`src/rtl/rpwm_pkg.sv`:
```
package rpwm_pkg;
  // write-port addresses
  localparam logic [1:0] RPWM_A_LOAD  = 2'd0;
  localparam logic [1:0] RPWM_A_MATCH = 2'd1;
  localparam logic [1:0] RPWM_A_COUNT = 2'd2;
  localparam logic [1:0] RPWM_A_CTRL  = 2'd3;

  // control word bit positions
  localparam int CTRL_RUN     = 0;
  localparam int CTRL_INV     = 1;
  localparam int CTRL_PSC_EN  = 2;
  localparam int CTRL_PSC_LSB = 3;
endpackage

```
`src/rtl/rpwm_regs.sv`:
```
module rpwm_regs #(
  parameter int CNT_W = 32,
  parameter int PSC_W = 3
) (
  input  logic             clk,
  input  logic             rst_n,
  input  logic             wr_en,
  input  logic [1:0]       wr_addr,
  input  logic [CNT_W-1:0] wr_data,
  output logic [CNT_W-1:0] load_q,
  output logic [CNT_W-1:0] match_q,
  output logic             run_q,
  output logic             inv_q,
  output logic             psc_en_q,
  output logic [PSC_W-1:0] psc_sel_q,
  output logic             start_pls,
  output logic             stop_pls,
  output logic             cnt_wr
);
  import rpwm_pkg::*;

  logic wr_ctrl;
  logic wr_idle;

  assign wr_ctrl   = wr_en && (wr_addr == RPWM_A_CTRL);
  assign wr_idle   = wr_en && !run_q;
  assign start_pls = wr_ctrl && !run_q && wr_data[CTRL_RUN];
  assign stop_pls  = wr_ctrl && run_q && !wr_data[CTRL_RUN];
  assign cnt_wr    = wr_idle && (wr_addr == RPWM_A_COUNT);

  always_ff @(posedge clk or negedge rst_n) begin
    if (!rst_n) begin
      load_q    <= '0;
      match_q   <= '0;
      run_q     <= 1'b0;
      inv_q     <= 1'b0;
      psc_en_q  <= 1'b0;
      psc_sel_q <= '0;
    end else if (wr_idle) begin
      case (wr_addr)
        RPWM_A_LOAD:  load_q  <= wr_data;
        RPWM_A_MATCH: match_q <= wr_data;
        RPWM_A_CTRL: begin
          run_q     <= wr_data[CTRL_RUN];
          inv_q     <= wr_data[CTRL_INV];
          psc_en_q  <= wr_data[CTRL_PSC_EN];
          psc_sel_q <= wr_data[CTRL_PSC_LSB +: PSC_W];
        end
        default: ;
      endcase
    end else if (stop_pls) begin
      run_q <= 1'b0;
    end
  end
endmodule

```
`src/rtl/rpwm_prescale.sv`:
```
module rpwm_prescale #(
  parameter int PSC_W = 3
) (
  input  logic             clk,
  input  logic             rst_n,
  input  logic             run,
  input  logic             en,
  input  logic [PSC_W-1:0] sel,
  output logic             tick
);
  localparam int DIV_W = 1 << PSC_W;

  logic [DIV_W-1:0] div_q;
  logic [DIV_W-1:0] mask;

  // low (sel+1) bits set: the divider wraps every 2^(sel+1) clocks
  function automatic logic [DIV_W-1:0] ratio_mask(input logic [PSC_W-1:0] s);
    logic [DIV_W-1:0] m;
    for (int i = 0; i < DIV_W; i++) m[i] = (i <= int'(s));
    return m;
  endfunction

  assign mask = ratio_mask(sel);
  assign tick = run && (!en || ((div_q & mask) == mask));

  always_ff @(posedge clk or negedge rst_n) begin
    if (!rst_n)    div_q <= '0;
    else if (!run) div_q <= '0;
    else           div_q <= div_q + 1'b1;
  end
endmodule

```
`src/rtl/rpwm_counter.sv`:
```
module rpwm_counter #(
  parameter int CNT_W = 32
) (
  input  logic             clk,
  input  logic             rst_n,
  input  logic             tick,
  input  logic             start,
  input  logic             cnt_wr,
  input  logic [CNT_W-1:0] cnt_wdata,
  input  logic [CNT_W-1:0] load,
  input  logic [CNT_W-1:0] match,
  output logic [CNT_W-1:0] cnt_q,
  output logic             ovf_evt,
  output logic             match_evt
);
  localparam logic [CNT_W-1:0] PRESET = {{(CNT_W-1){1'b1}}, 1'b0};

  logic [CNT_W-1:0] cnt_nxt;

  function automatic logic [CNT_W-1:0] step(input logic [CNT_W-1:0] c,
                                            input logic [CNT_W-1:0] ld);
    return (&c) ? ld : c + 1'b1;
  endfunction

  assign cnt_nxt   = step(cnt_q, load);
  assign ovf_evt   = tick && (&cnt_q);
  assign match_evt = tick && (cnt_nxt == match) && (match != load);

  always_ff @(posedge clk or negedge rst_n) begin
    if (!rst_n)      cnt_q <= '0;
    else if (start)  cnt_q <= PRESET;
    else if (cnt_wr) cnt_q <= cnt_wdata;
    else if (tick)   cnt_q <= cnt_nxt;
  end
endmodule

```
`src/rtl/rpwm_outstage.sv`:
```
module rpwm_outstage (
  input  logic clk,
  input  logic rst_n,
  input  logic run,
  input  logic start,
  input  logic inv,
  input  logic ovf_evt,
  input  logic match_evt,
  output logic pwm_out
);
  logic tog_q;

  always_ff @(posedge clk or negedge rst_n) begin
    if (!rst_n)                    tog_q <= 1'b0;
    else if (start || !run)        tog_q <= 1'b0;
    else if (ovf_evt || match_evt) tog_q <= !tog_q;
  end

  assign pwm_out = run ? (tog_q ^ inv) : inv;
endmodule

```
`src/rtl/reload_pwm_timer.sv`:
```
module reload_pwm_timer #(
  parameter int CNT_W = 32,
  parameter int PSC_W = 3
) (
  input  logic             clk,
  input  logic             rst_n,
  input  logic             wr_en,
  input  logic [1:0]       wr_addr,
  input  logic [CNT_W-1:0] wr_data,
  output logic             pwm_out,
  output logic [CNT_W-1:0] cnt_out
);
  logic [CNT_W-1:0] load_q, match_q, cnt_q;
  logic             run_q, inv_q, psc_en_q;
  logic [PSC_W-1:0] psc_sel_q;
  logic             start_pls, stop_pls, cnt_wr;
  logic             tick, ovf_evt, match_evt;

  rpwm_regs #(.CNT_W(CNT_W), .PSC_W(PSC_W)) u_regs (
    .clk(clk), .rst_n(rst_n), .wr_en(wr_en), .wr_addr(wr_addr), .wr_data(wr_data),
    .load_q(load_q), .match_q(match_q), .run_q(run_q), .inv_q(inv_q),
    .psc_en_q(psc_en_q), .psc_sel_q(psc_sel_q),
    .start_pls(start_pls), .stop_pls(stop_pls), .cnt_wr(cnt_wr)
  );

  rpwm_prescale #(.PSC_W(PSC_W)) u_psc (
    .clk(clk), .rst_n(rst_n), .run(run_q), .en(psc_en_q), .sel(psc_sel_q), .tick(tick)
  );

  rpwm_counter #(.CNT_W(CNT_W)) u_cnt (
    .clk(clk), .rst_n(rst_n), .tick(tick), .start(start_pls), .cnt_wr(cnt_wr),
    .cnt_wdata(wr_data), .load(load_q), .match(match_q),
    .cnt_q(cnt_q), .ovf_evt(ovf_evt), .match_evt(match_evt)
  );

  rpwm_outstage u_out (
    .clk(clk), .rst_n(rst_n), .run(run_q), .start(start_pls), .inv(inv_q),
    .ovf_evt(ovf_evt), .match_evt(match_evt), .pwm_out(pwm_out)
  );

  assign cnt_out = cnt_q;
endmodule

```
`config.mk`:
```
export PLATFORM = sky130hd
export DESIGN_NAME = reload_pwm_timer
export DESIGN_NICKNAME = d
export VERILOG_FILES = /design/src/rtl/rpwm_pkg.sv /design/src/rtl/rpwm_regs.sv /design/src/rtl/rpwm_prescale.sv /design/src/rtl/rpwm_counter.sv /design/src/rtl/rpwm_outstage.sv /design/src/rtl/reload_pwm_timer.sv
export SDC_FILE = /design/constraint.sdc
export NUM_CORES = 1
export LEC_CHECK = 0
export ABC_AREA = 1
export BUFFER_PORTS_ARGS = -buffer_cell sky130_fd_sc_hd__buf_2
export CAP_MARGIN = 5
export CORE_MARGIN = 3
export CORE_UTILIZATION = 30
export DETAILED_ROUTE_END_ITERATION = 10
export GPL_ROUTABILITY_DRIVEN = 0
export PLACE_DENSITY_LB_ADDON = 0.15
export SLEW_MARGIN = 40
export SYNTH_ARGS = -nofsm -noshare
export SYNTH_HDL_FRONTEND = slang
export SYNTH_SLANG_ARGS = --single-unit
```
`constraint.sdc`:
```
create_clock -name clk -period 2.8 [get_ports clk]
set_input_delay 0 -clock clk [delete_from_list [all_inputs] [get_ports clk]]
set_output_delay 0 -clock clk [all_outputs]
set_load 0.01 [all_outputs]
```
* Word-level counts from Yosys, hierarchy flattened *
Cells that the tools add are included.

word-level totals
  logic and storage cells = 65
  register bits after elaboration = 111
  output and inout bits = 33

cells by class
  muxes and demuxes = 11
  equal/unequal tests = 7
  bitwise operators = 2
  magnitude comparators = 7
  reduce and logical (&&, ||, !) cells = 27
  add/subtract/negate cells = 2

operators with widths
  kind                     number
  $mux W32                 4
  $add A32 B1 Y32 const B  1
  $eq A32 B32 Y1           1
  $ne A32 B32 Y1           1
  $reduce_and A32 Y1       1
  $le A3 B3 Y1 const A     4
  $logic_and A1 B1 Y1      11
  $add A8 B1 Y8 const B    1
  $and A8 B8 Y8            1
  $eq A8 B8 Y1             1
  $mux W8                  1
  $reduce_and A2 Y1        4
  $le A2 B3 Y1 const A     2
  $mux W1                  6
  $eq A2 B2 Y1 const B     2
  $logic_not A1 Y1         4
  $reduce_bool A2 Y1       2
  $le A1 B3 Y1 const A     1
  $logic_or A1 B1 Y1       3
  $reduce_bool A3 Y1       1
  $eq A2 B1 Y1 const B     1
  $logic_not A2 Y1         1
  $ne A2 B2 Y1 const B     1
  $xor A1 B1 Y1            1

* Logic depth before layout (Yosys ltp) *
Gate-level depths: netlist of the first run.

  word-level depth = 10
  mapped depth = 22

* Cells and area by module *
From an unflattened synthesis of the first run, not the netlist that was laid out.

second synthesis, totals
  cells, all modules = 1100
  area, all modules = 7369.6 sq um

by module, submodules not included
  module         instances  area an instance (sq um)  cells an instance
  rpwm_counter   1          4005.1                    704
  rpwm_regs      1          2821.5                    318
  rpwm_prescale  1          451.7                     61
  rpwm_outstage  1          91.3                      17

* Least setup slack after synthesis of the first run *
OpenSTA, ideal clock, no wires.

  path type = register to register
  start = register u_cnt.cnt_q[1]
  end = register u_out.tog_q
  data required time = 2.687 ns
  library setup time = 0.113 ns
  cell stages (with the launch flop) = 18
  setup slack = 0.513 ns
  arrival = 2.174 ns
  clock period less this slack = 2.287 ns
  cell sequence = dfrtp_1 -> ha_1 -> nand2_1 -> nor2_4 -> nand2_4 -> nor2_8 -> nand3_4 -> buf_6 -> or2_0 -> nand2_1 -> xor2_1 -> nand2_1 -> nor2_1 -> nand2_1 -> nand2_1 -> nand3_1 -> nand2_1 -> inv_1

between the ends
  longest elaborated chain between the ends = 7

ends and longest elaborated chain
  what                                                   RTL line                                RTL
  start: declaration                                     rpwm_counter.sv:12                      output logic [CNT_W-1:0] cnt_q,
  start signal: assignment                               rpwm_counter.sv:32                      else if (cnt_wr) cnt_q <= cnt_wdata;
  start signal: assignment                               rpwm_counter.sv:33                      else if (tick) cnt_q <= cnt_nxt;
  $add A32 B1 Y32 or $reduce_and A32 Y1 (tied branches)  rpwm_counter.sv:22, rpwm_counter.sv:26
  $mux W32                                               rpwm_counter.sv:22                      return (&c) ? ld : c + 1'b1;
  $eq A32 B32 Y1                                         rpwm_counter.sv:27                      assign match_evt = tick && (cnt_nxt == match) && (match != load);
  $logic_and A1 B1 Y1 (2 in series)                      rpwm_counter.sv:27
  $logic_or A1 B1 Y1 (*)                                 rpwm_outstage.sv:16                     else if (ovf_evt || match_evt) tog_q <= !tog_q;
  $reduce_bool A2 Y1 (no source line) (*)                n/a
  end signal: assignment                                 rpwm_outstage.sv:16
  end: declaration                                       rpwm_outstage.sv:11                     logic tog_q;

Mark *: on every way between the ends. The rest lies on a longest branch, timed or not.
A chain may end at the register's enable or synchronous reset.

* Final worst setup path of the first run *
Ends and elaborated chain as after synthesis.

==> impl_metrics.py, run 1 <==
metrics = {
    "outcome": {
        "status": "finished, final reports clean",
    },
    "floorplanning": {
        "die_y_um": 158,
        "die_area_um2": 25100,
        "io_pins": 70,
        "rows": 55,
        "core_area_um2": 22700,
        "die_w_um": 158,
        "initial_core_util": 0.307,
    },
    "cells_and_area": {
        "syn2layout_area_growth_pct": 24.9,
        "nNetsFinal": 1180,
        "utilization": 0.384,
        "n_antenna_cell": 0,
        "fill_cells": 2485,
        "stdcell_count": 1429,
        "mostFrequentLayoutCell": "nand2_1",
        "layout_common_cells": "nand2_1 (342), o21ai_0 (116), dfrtp_1 (110)",
        "drive_above_1_share": 0.153,
    },
    "placement": {
        "post-dp-hpwl_um": 18300,
        "dp_cells": 1372,
        "place_ws_ps": 117,
        "port_buffers": 69,
    },
    "critical_path": {
        "crit_arrival_ps": 2910,
        "cp_slowest_cell": "dfrtp_1",
        "cp.required_ps": 3050,
        "crit_family": "simple AND/OR/NAND/NOR gates",
        "cp_common_cell": "nand2_1",
        "r2r_slack_ps": 140,
        "cp_num_buf_inv": 3,
        "rr_worst_depth": 19,
        "cpPeakStageDelay_ps": 400,
        "path_cells": "ha_4 -> nand2_2 -> nor2_4 -> nand2_4 -> nor2_8 -> buf_12 -> buf_8 -> nand3b_1 -> nand2_1 -> xor2_1 -> nand2_1 -> nor2_1 -> nand3_1 -> nor2_1 -> nand2_1 -> nand2_1 -> nand3_1 -> nand2_1 -> inv_1",
        "crit_path_start_kind": "flop",
        "critPathKind": "reg -> reg",
        "r2r-end": "u_out.tog_q",
        "cp_max_fo": 10,
        "worstReg2RegStart": "u_cnt.cnt_q[1]",
        "cp-end-kind": "flop",
    },
    "logic_synthesis": {
        "synth_cells": 1008,
        "seq_area_frac_synth": 0.398,
        "synth_edf_count": 0,
        "ys_ff_latch": 111,
        "mappedNetlistArea_um2": 6970,
        "yosys.cell_types.count": 37,
        "async_flop_share": 1.00,
        "ys.flop_type": "dfrtp_1",
        "ys_warn_count": 0,
        "syn_avg_cell_area_um2": 6.92,
        "syn-num-nets": 1047,
    },
    "run": {
        "maxCapViolCount": 0,
    },
    "grt": {
        "track_usage": 0.194,
        "grt_overflow": 0,
        "antenna_found_initial": 0,
        "grt_pass1_vias": 6430,
        "grt_max_degree": 65,
        "grt_first_pass_wirelength_um": 37000,
    },
    "min_path": {
        "min_from": "wr_data[5]",
        "hold_path.class": "in -> reg",
        "hold_depth": 3,
        "min_to": "u_regs.match_q[5]",
    },
    "cts": {
        "clk_latency_ps": 370,
        "cts_buffer_depth": 2,
        "cts.htree.levels": 3,
        "path_clk_slew_ps": 70,
        "cts_sinks": 111,
        "ctsRootBufferMaster": "clkbuf_16",
        "cts_buffers": 9,
        "cts_tree": "built",
    },
    "route": {
        "antenna_left": 0,
        "wire_per_inst_um": 16.9,
        "via_per_inst": 4.76,
        "drt_wl_total_um": 24200,
        "drc_errors": 0,
        "drt_first_iter_violations": 464,
        "num_vias": 6808,
        "firstDrtPassIters": 5,
    },
    "timing": {
        "fin_crit_sh": 0.950,
        "finalSetupViolCount": 0,
        "fin_setup_tns_ps": 0,
        "layout_setup_ws_ps": 141,
        "skew_ps": 11.8,
        "finalHoldViolations": 0,
        "fmax_mhz": 376,
        "hold_ws_ps": 9.17,
        "period_needed_ps": 2660,
        "slew-limit-headroom": 0.559,
        "report.final.slew_viol_count": 0,
        "tightest_slew_ps": 662,
    },
    "pwr": {
        "vdd_drop_max_v": 0.000343,
        "power.density_nw_per_um2": 927,
        "p_leak_nw": 4.35,
    },
}
## metal layers
layer	share of wire	vias up	GRT usage
li1	-	3491	-
met1	0.50	3140	0.291
met2	0.44	155	0.293
met3	0.054	22	0.0345
met4	0.011	0	0.0381
met5	0	-	0
## synth_stat cells (3+ instances only)
| cell | n | area [um2] |
|---|---|---|
| buf_4 | 3 | 22.5 |
| nand3b_1 | 27 | 203 |
| or2_2 | 6 | 37.5 |
| a22oi_1 | 12 | 90.1 |
| o21ai_0 | 117 | 586 |
| nor2_1 | 87 | 327 |
| xor2_1 | 10 | 87.6 |
| nor2_4 | 5 | 56.3 |
| xnor2_1 | 31 | 272 |
| a21oi_1 | 24 | 120 |
| nand2_2 | 3 | 18.8 |
| nand2_1 | 348 | 1310 |
| dfrtp_1 | 111 | 2780 |
| clkbuf_1 | 22 | 82.6 |
| clkinv_1 | 3 | 11.3 |
| nand3_1 | 42 | 210 |
| inv_1 | 101 | 379 |
| nor2_2 | 4 | 25.0 |
| nor3_1 | 10 | 50.1 |
| nand4_1 | 11 | 68.8 |
| a31oi_1 | 8 | 50.1 |
| buf_2 | 3 | 15.0 |
## flip-flops by register name (all words and copies together) (netlist names)
register and flops:
u_cnt.cnt_q 32, u_regs.run_q 1, u_regs.psc_en_q 1, u_regs.load_q 32, u_psc.div_q 8, u_regs.inv_q 1
u_regs.match_q 32, u_out.tog_q 1, u_regs.psc_sel_q 3
## worst max-delay path by stage
stage                         from     endpoint  slack, ps  cells past startpoint
global placement    u_cnt.cnt_q[0]  u_out.tog_q        150                     17
CTS                 u_cnt.cnt_q[0]  u_out.tog_q         90                     17
finish              u_cnt.cnt_q[1]  u_out.tog_q        140                     19
global route        u_cnt.cnt_q[1]  u_out.tog_q        -10                     21
floorplan           u_cnt.cnt_q[1]  u_out.tog_q        510                     17
detailed placement  u_cnt.cnt_q[0]  u_out.tog_q        120                     17
## tightest hold or removal path, delay by kind of cell
kind            cells  cell delay (ps)
compound gates      1              150
buf+inv             2              180
## metrics by stage
stage	total power (W)	area [um2]
4_1_cts	0.00793	8520
2_1_floorplan	0.00491	6970
6_report	0.00807	8710
3_3_place_gp	0.00650	7890
3_5_place_dp	0.00649	7890
5_1_grt	0.00876	8710
## logic make-up after synthesis
kind of cell / share of synthesized area
XOR/XNOR: 0.0515
flip-flops: 0.398
AO/OA/AOI/OAI: 0.128
adder cells (fa/ha/maj): 0.00359
AND/OR/NAND/NOR: 0.341
buffers and inverters: 0.0775
## power by group
part	internal, W	switching, W
clock network	0.000775	0.000614
registers	0.00203	0.000443
logic	0.00155	0.00267
total	0.00435	0.00372
## final cells by class
class,count,area (um2),area share
Multi-Input combinational cell,763,3770,0.433
Sequential cell,111,2780,0.319
Timing Repair Buffer,150,1100,0.126
Inverter,106,400,0.0460
Tap cell,285,357,0.0409
Clock buffer,10,229,0.0263
Clock inverter,4,72.6,0.00833
## timing repair
action                                  in CTS  in global routing
gates resized for setup                      0                 31
hold buffers                                33                  0
endpoints found under the setup margin       0                  1
endpoints found under the hold margin      110                  0
setup buffers                                0                  8
Power figures use the tool's default switching activity.
==> run 2: changes to the inputs <==
==> constraint.sdc (replaced) <==
create_clock -name clk -period 3.4 [get_ports clk]
set_input_delay 0 -clock clk [delete_from_list [all_inputs] [get_ports clk]]
set_output_delay 0 -clock clk [all_outputs]
set_load 0.01 [all_outputs]
==> run 2 against run 1 <==
Against the previous run: the run now ends with hold timing left; maximum frequency is 14% lower; non-clock buffer count shrank 39; combinational power down 28%; global-route usage fell by 0.36 points; setup slack better by 180 ps; clock skew rose by 0.71 ps; critical path depth grew 1; sequential power decreased by 13%; clock power is 14% lower.
==> impl_metrics.py, run 2 (synthesis results as in run 1) <==
metrics = {
    "outcome": {
        "status": "finished with violations",
        "violations": "hold timing",
    },
    "grt": {
        "grt_pass1_vias": 6158,
        "grt_overflow": 0,
        "grt_first_pass_wirelength_um": 36100,
        "antenna_found_initial": 0,
        "track_usage": 0.190,
        "grt_max_degree": 65,
    },
    "cts": {
        "cts_buffers": 9,
        "cts_sinks": 111,
        "cts_buffer_depth": 2,
        "cts.htree.levels": 3,
        "path_clk_slew_ps": 80,
        "cts_setup_buffers": 0,
        "ctsRootBufferMaster": "clkbuf_16",
        "clk_latency_ps": 360,
        "cts_tree": "built",
    },
    "critical_path": {
        "crit_family": "simple AND/OR/NAND/NOR gates",
        "path_cells": "ha_1 -> nand2_1 -> nor2_4 -> nand2_4 -> nor2_8 -> nand2_2 -> o21ai_1 -> nand2_1 -> nand2_1 -> nand2_1 -> nor2_1 -> nand2_1 -> nor2_1 -> nand2_1 -> nor2_1 -> nand2_1 -> nand2_1 -> nand3_1 -> nand2_1 -> inv_1",
        "cp-end-kind": "flop",
        "cp.required_ps": 3660,
        "cp_max_fo": 13,
        "cpPeakStageDelay_ps": 430,
        "cp_common_cell": "nand2_1",
        "critPathKind": "reg -> reg",
        "crit_arrival_ps": 3330,
        "cp_slowest_cell": "dfrtp_1",
        "cp_num_buf_inv": 1,
        "crit_path_start_kind": "flop",
    },
    "timing": {
        "finalHoldViolations": 1,
        "fin_setup_tns_ps": 0,
        "skew_ps": 12.5,
        "period_needed_ps": 3070,
        "report.final.slew_viol_count": 0,
        "rsz0062_at_grt": "false",
        "slew-limit-headroom": 0.557,
        "tightest_slew_ps": 659,
        "fin_crit_sh": 0.904,
        "fmax_mhz": 325,
        "finalSetupViolCount": 0,
        "hold_ws_ps": -0.673,
    },
    "route": {
        "drt_wl_total_um": 23800,
        "num_vias": 6730,
        "wire_per_inst_um": 17.1,
        "drt_first_iter_violations": 499,
        "drc_errors": 0,
        "firstDrtPassIters": 5,
        "antenna_left": 0,
        "via_per_inst": 4.83,
    },
    "cells_and_area": {
        "syn2layout_area_growth_pct": 19.1,
        "fill_cells": 2499,
        "seqCellArea_um2": 2780,
        "mostFrequentLayoutCell": "nand2_1",
        "largest_registers": "u_cnt.cnt_q (32), u_regs.load_q (32), u_regs.match_q (32)",
        "postLayoutCellArea_um2": 8300,
        "stdcell_count": 1392,
        "drive_above_1_share": 0.109,
        "n_antenna_cell": 0,
        "layout_common_cells": "nand2_1 (347), o21ai_0 (116), dfrtp_1 (111)",
        "nNetsFinal": 1141,
        "multi_input_area_um2": 3700,
    },
    "floorplanning": {
        "die_area_um2": 25100,
        "initial_core_util": 0.307,
        "die_y_um": 158,
        "io_pins": 70,
        "core_area_um2": 22700,
        "rows": 55,
        "die_w_um": 158,
    },
    "run": {
        "maxCapViolCount": 0,
    },
    "placement": {
        "post-dp-hpwl_um": 17900,
        "port_buffers": 69,
        "dp_cells": 1342,
        "place_area_um2": 7630,
    },
    "pwr": {
        "power.density_nw_per_um2": 768,
        "vdd_drop_max_v": 0.000280,
        "p_leak_nw": 4.16,
    },
    "min_path": {
        "hold_path.class": "in -> reg",
    },
}
==> run 2: cell types whose count changed in the layout (fill, tap and decap cells not counted), moves of 3 or more <==
cell | previous run | this run
buf_4 | 41 | 10
nand2_2 | 8 | 3
buf_12 | 3 | 0
buf_6 | 4 | 1
nor2_1 | 81 | 87
nand2_1 | 342 | 347
nor2_2 | 8 | 3
==> run 2: final cells by class <==
| type | count | share of cell area |
|---|---|---|
| clock buffer | 12 | 0.0297 |
| inverter | 106 | 0.0479 |
| tap | 285 | 0.0430 |
| clock inverter | 4 | 0.00919 |
| timing repair buffer | 111 | 0.0900 |
| multi-input combinational | 763 | 0.446 |
| sequential | 111 | 0.335 |
==> run 2: worst paths after layout <==
check,startpoint,to,slack [ps],cells after the start
worst min-delay path,wr_data[5],u_regs.match_q[5],-0.7,3
min in group asynchronous,rst_n,u_cnt.cnt_q[29],160,2
worst max-delay path,u_cnt.cnt_q[1],u_out.tog_q,330,20
max in group asynchronous,rst_n,u_regs.load_q[2],2390,3
worst min register to register,u_psc.div_q[2],u_psc.div_q[2],490,1
worst max register to register,u_cnt.cnt_q[1],u_out.tog_q,330,20
==> run 2: worst min-delay path: stages <==
cell and delay (ps):
buf_2 90, inv_1 80, o21ai_0 160
==> run 2: timing repair <==
action                                 4_1_cts  5_1_grt
endpoints found under the hold margin      118        0
resized for setup                            0        1
hold buffers                                32        0
setup endpoints to repair                    0        1
==> run 2: routing by layer <==
metal | vias to the layer above | global-route usage | wire length [um]
met5 | - | 0 | 0
met4 | 0 | 0.0426 | 412
met3 | 18 | 0.0275 | 1130
met2 | 157 | 0.277 | 10100
met1 | 3137 | 0.296 | 12100
li1 | 3418 | - | -
==> run 2: metrics by stage <==
stage / utilization / power (W) / setup slack (ps)
finish: 0.366 / 0.00638 / 325
detailed placement: 0.336 / 0.00511 / 153
global placement: 0.336 / 0.00511 / 85.2
global route: 0.366 / 0.00691 / 10.2
CTS: 0.364 / 0.00635 / 132
floorplan: - / 0.00404 / 1110
==> run 2: where the power goes <==
group,internal (W),leakage (nW),switching (W)
clock,0.000672,0.153,0.000528
sequential,0.00167,1.32,0.000491
combinational,0.00103,2.69,0.00199
